File: src/rtl/mixmul_pkg.sv
package mixmul_pkg;

  // Operation selector; the code values are part of the interface.
  typedef enum logic [2:0] {
    MM_SS  = 3'd0,  // signed   x signed
    MM_UU  = 3'd1,  // unsigned x unsigned
    MM_US  = 3'd2,  // unsigned x signed
    MM_SU  = 3'd3,  // signed   x unsigned
    MM_SL  = 3'd4,  // signed   x literal
    MM_UL  = 3'd5,  // unsigned x literal
    MM_RS6 = 3'd6,  // spare, acts as unsigned x unsigned
    MM_RS7 = 3'd7   // spare, acts as unsigned x unsigned
  } mm_mode_e;

  // Per-operand extension decision.
  typedef struct packed {
    logic a_signed;
    logic b_signed;
    logic b_literal;
  } mm_ctl_t;

  function automatic mm_ctl_t mm_decode(input mm_mode_e m);
    mm_ctl_t c;
    c = '{a_signed: 1'b0, b_signed: 1'b0, b_literal: 1'b0};
    case (m)
      MM_SS: begin c.a_signed = 1'b1; c.b_signed = 1'b1; end
      MM_US: c.b_signed = 1'b1;
      MM_SU: c.a_signed = 1'b1;
      MM_SL: begin c.a_signed = 1'b1; c.b_literal = 1'b1; end
      MM_UL: c.b_literal = 1'b1;
      default: ;
    endcase
    return c;
  endfunction

endpackage

File: src/rtl/mixmul_extend.sv
module mixmul_extend
  import mixmul_pkg::*;
#(
  parameter int DATA_W   = 16,
  parameter int LIT_W    = 5,
  parameter int NARROW_W = 8
) (
  input  logic [DATA_W-1:0] op_a,
  input  logic [DATA_W-1:0] op_b,
  input  logic [LIT_W-1:0]  lit,
  input  mm_mode_e          mode,
  input  logic              narrow,
  output logic [DATA_W:0]   a_ext,
  output logic [DATA_W:0]   b_ext
);

  localparam int PAD_N = DATA_W - NARROW_W;
  localparam int PAD_L = DATA_W + 1 - LIT_W;

  mm_ctl_t ctl;
  logic [DATA_W-1:0] a_src;
  logic [DATA_W-1:0] b_src;
  logic              a_sx;
  logic              b_sx;

  always_comb begin
    ctl = mm_decode(mode);
    if (narrow) begin
      a_src = {{PAD_N{1'b0}}, op_a[NARROW_W-1:0]};
      b_src = {{PAD_N{1'b0}}, op_b[NARROW_W-1:0]};
      a_sx  = 1'b0;
      b_sx  = 1'b0;
    end else begin
      a_src = op_a;
      b_src = op_b;
      a_sx  = ctl.a_signed & op_a[DATA_W-1];
      b_sx  = ctl.b_signed & op_b[DATA_W-1];
    end
    a_ext = {a_sx, a_src};
    if (!narrow && ctl.b_literal) b_ext = {{PAD_L{1'b0}}, lit};
    else                          b_ext = {b_sx, b_src};
  end

endmodule

File: src/rtl/mixmul_core.sv
module mixmul_core #(
  parameter int DATA_W = 16,
  parameter int PROD_W = 32
) (
  input  logic [DATA_W:0]   a_ext,
  input  logic [DATA_W:0]   b_ext,
  output logic [PROD_W-1:0] prod
);

  // Both factors are signed DATA_W+1 bit values; evaluating at PROD_W
  // yields the low PROD_W bits of the exact 2*(DATA_W+1) bit product.
  logic signed [PROD_W-1:0] p_s;

  always_comb begin
    p_s  = $signed(a_ext) * $signed(b_ext);
    prod = p_s;
  end

endmodule

File: src/rtl/mixmul_slot.sv
module mixmul_slot #(
  parameter int DW = 32
) (
  input  logic          clk,
  input  logic          rst_n,
  input  logic          in_valid,
  output logic          in_ready,
  input  logic [DW-1:0] in_data,
  output logic          out_valid,
  input  logic          out_ready,
  output logic [DW-1:0] out_data
);

  logic          vld_q;
  logic [DW-1:0] dat_q;

  assign in_ready  = !vld_q || out_ready;
  assign out_valid = vld_q;
  assign out_data  = dat_q;

  always_ff @(posedge clk) begin
    if (!rst_n) begin
      vld_q <= 1'b0;
      dat_q <= '0;
    end else if (in_ready) begin
      vld_q <= in_valid;
      if (in_valid) dat_q <= in_data;
    end
  end

endmodule

File: src/rtl/mixmul_top.sv
module mixmul_top
  import mixmul_pkg::*;
#(
  parameter int DATA_W   = 16,
  parameter int LIT_W    = 5,
  parameter int NARROW_W = 8,
  localparam int PROD_W  = 2 * DATA_W
) (
  input  logic              clk,
  input  logic              rst_n,
  input  logic              in_valid,
  output logic              in_ready,
  input  logic [DATA_W-1:0] op_a,
  input  logic [DATA_W-1:0] op_b,
  input  logic [LIT_W-1:0]  lit,
  input  logic [2:0]        mode,
  input  logic              narrow,
  output logic              out_valid,
  input  logic              out_ready,
  output logic [PROD_W-1:0] product
);

  logic [DATA_W:0]   a_ext;
  logic [DATA_W:0]   b_ext;
  logic [PROD_W-1:0] prod_c;

  mixmul_extend #(
    .DATA_W(DATA_W), .LIT_W(LIT_W), .NARROW_W(NARROW_W)
  ) u_ext (
    .op_a(op_a), .op_b(op_b), .lit(lit),
    .mode(mm_mode_e'(mode)), .narrow(narrow),
    .a_ext(a_ext), .b_ext(b_ext)
  );

  mixmul_core #(.DATA_W(DATA_W), .PROD_W(PROD_W)) u_core (
    .a_ext(a_ext), .b_ext(b_ext), .prod(prod_c)
  );

  mixmul_slot #(.DW(PROD_W)) u_slot (
    .clk(clk), .rst_n(rst_n),
    .in_valid(in_valid), .in_ready(in_ready), .in_data(prod_c),
    .out_valid(out_valid), .out_ready(out_ready), .out_data(product)
  );

endmodule

File: config.mk
export PLATFORM = sky130hd
export DESIGN_NAME = mixmul_top
export DESIGN_NICKNAME = d
export VERILOG_FILES = /design/src/rtl/mixmul_pkg.sv /design/src/rtl/mixmul_extend.sv /design/src/rtl/mixmul_core.sv /design/src/rtl/mixmul_slot.sv /design/src/rtl/mixmul_top.sv
export SDC_FILE = /design/constraint.sdc
export NUM_CORES = 1
export LEC_CHECK = 0
export ABC_CLOCK_PERIOD_IN_PS = 6800
export BUFFER_PORTS_ARGS = -buffer_cell sky130_fd_sc_hd__buf_2
export CORE_MARGIN = 2
export CORE_UTILIZATION = 40
export DETAILED_ROUTE_END_ITERATION = 8
export HOLD_SLACK_MARGIN = 0.03
export REMOVE_ABC_BUFFERS = 1
export SLEW_MARGIN = 20
export SYNTH_ARGS = -nofsm -noshare
export SYNTH_HDL_FRONTEND = slang
export SYNTH_HIERARCHICAL = 1
export SYNTH_SLANG_ARGS = --single-unit
File: constraint.sdc
create_clock -name clk -period 6.8 [get_ports clk]
set_input_delay 0.68 -clock clk [delete_from_list [all_inputs] [get_ports clk]]
set_output_delay 0.68 -clock clk [all_outputs]
set_load 0.1 [all_outputs]
==> flow_metrics.tcl <==
set metrics [dict create \
    finalSetupTns_ns 0 \
    post-route-worst-setup-slack_ns 0.212 \
    cts_root_buf "clkbuf_16" \
    first_pass_iters 4 \
    cts_buffer_depth 2 \
    clock.fmax_ghz 0.152 \
    met2_length_um 15800 \
    drcViolationCount 0 \
    worstSetupPathType "in -> reg" \
    fill_cells 2877 \
    synth_top_area_cell "fa_1" \
    synth_top_area_share_pct 46.6 \
    cp_max_fo 5 \
    vias 9049 \
    synth_edf_count 0 \
    cp.required_ns 7.00 \
    slew_headroom_pct 58.7 \
    final_cell_mix "inv_1, fa_1, nand2_1" \
    crit_arrival_ns 6.79 \
    worst_clock_skew_ns 0.00346 \
    ys_types 57 \
    yosysSeqAreaShare_pct 5.45 \
    ys_async_sr_fraction_pct 0 \
    maxCapViolCount 0 \
    drt_iter0_markers 394 \
    cts_sinks 33 \
    fin_crit_sh_pct 96.9 \
    initial_core_util_pct 40.8 \
    p_per_area_nw_per_um2 311 \
    layout.nets 1906 \
    p_leak_nw 7.42 \
    die-area_um2 31700 \
    finalSetupViolations 0 \
    gr-usage-all-layers_pct 19.0 \
    layout-area-overhead-vs-synth_pct 17.0 \
    die_h_um 178 \
    dp_slack_ns -0.253 \
    slowest_stage "fa_2" \
    rows 63 \
    io_pins 79 \
    io_buffers 78 \
    ctsHoldBuffers 0 \
    highest_layer "met4" \
    yosysWarnings 6 \
    core_area_um2 29700 \
    synth_area_per_cell_um2 9.15 \
    ant_nets 0 \
    power_w 0.00441 \
    status "complete, no violations" \
    ys.flop_type "dfxtp_1" \
    startpoint_type "input port" \
    cts_tree "yes" \
    worst_pin_slew_ns 0.620 \
    die_x_um 178 \
    final_common_cell "inv_1" \
    grt_max_degree 66 \
    hold_ws_ns 0.454 \
    antenna_cells 0 \
    ys_seq_elements 33 \
    rsz0062_at_grt "true" \
    vias_per_cell 4.79 \
    endpoint_kind "flip-flop" \
    synthCells 1324 \
    grt_pass1_wl_um 47500 \
    syn_area_um2 12100 \
    crit_path_frequent_cell "fa_1" \
    drt-met1-wl_um 11200 \
    hpwl_um 24900 \
    hold_violations 0 \
    routed_wl_um 28500 \
    h-tree-depth 2 \
    gp_congestion 0.822 \
    synthTopCellsByArea "fa_1, inv_1, ha_1, and2_1, nand2_1" \
    dr_wl_met3_um 738 \
    layout-drive-gt1-share_pct 19.3 \
    wl_per_cell_um 15.1 \
    hp-class "reg -> reg" \
    finalCriticalPeriod_ns 6.59 \
    cts_buffers 5 \
    grt-ovfl-total 0 \
    antenna_found_initial 0 \
    peakVddDrop_mv 0.257 \
    insertion_delay_ns 0.27 \
    slowest_delay_ns 0.52 \
    grt_pass1_vias 9732 \
    path_clk_slew_ns 0.05 \
    drv_slew 0 \
]
-- kinds of logic after synthesis --
logic type,synth area share (%)
mux,3.11
fa+ha+maj,55.1
buf+inv,12.0
xor+xnor,2.96
flops,5.45
simple gates,17.3
compound gates,4.11
-- worst max-delay path: cells and delay by family --
kind,cells,cell delay (ns)
simple gates,3,0.44
compound gates,7,1.33
fa+ha+maj,7,3.26
xor+xnor,1,0.16
mux,2,0.48
buf+inv,5,0.44
-- where the power goes --
part	switching (W)	internal (W)	leakage, nW
sequential	0.0000298	0.000253	0.272
clock	0.0000783	0.000134	0.0706
combinational	0.00215	0.00177	7.08
total	0.00226	0.00216	7.42
-- flip-flops by register name, indices dropped and copies added (netlist names) --
register          cells
u_slot/out_valid      1
u_slot/out_data      32
-- synth_stat cells, drive strengths merged (4+ instances only) --
library cell    n
ha             82
a21oi          24
nand2b         10
xnor2          34
nor2b           8
xor2            7
nand3           4
mux2i          32
mux2            5
o21a            6
buf            16
and2          144
clkbuf         40
nor3b           8
fa            282
inv           307
and2b           6
nor2           22
o21ai           9
nand2         202
a21o            8
dfxtp          33
-- area by class of cell --
cell class / count / area (um2) / share of cell area (%)
clock buffers: 6 / 129 / 0.909
flip-flops and latches: 33 / 661 / 4.66
well taps: 390 / 488 / 3.44
inverters: 307 / 1150 / 8.13
repair buffers: 220 / 1500 / 10.5
clock inverters: 2 / 10.0 / 0.0706
multi-input cells: 930 / 10200 / 72.2
-- final timing paths --
check	startpoint	end	slack (ns)	cells after the start
min	u_slot/out_data[20]$_SDFFE_PN0P_	u_slot/out_data[20]$_SDFFE_PN0P_	0.45	2
max	mode[1]	u_slot/out_data[28]$_SDFFE_PN0P_	0.21	25
max reg2reg	u_slot/out_valid$_SDFFE_PN0P_	u_slot/out_data[22]$_SDFFE_PN0P_	5.52	3
min reg2reg	u_slot/out_data[20]$_SDFFE_PN0P_	u_slot/out_data[20]$_SDFFE_PN0P_	0.45	2
-- routing by layer --
layer  track usage [%]  vias to the layer above
li1                  -                     4214
met1              23.0                     4656
met2              36.2                      138
met3              1.98                       41
met4              4.13                        0
met5                 0                        -
-- what timing repair did --
item / CTS / global route
buffers inserted: 0 / 10
gates resized for setup: 1 / 60
gates cloned: 0 / 2
pin swaps: 0 / 40
setup endpoints to repair: 1 / 12
-- stage by stage --
step,cell area [um2],instances,util (%)
5_1_grt,14200,1888,47.7
4_1_cts,13900,1876,46.6
3_5_place_dp,13700,1868,46.1
2_1_floorplan,11800,1268,-
3_3_place_gp,13700,1868,46.1
6_report,14200,1888,47.7
Note: power is estimated with default switching activity, not from simulation.
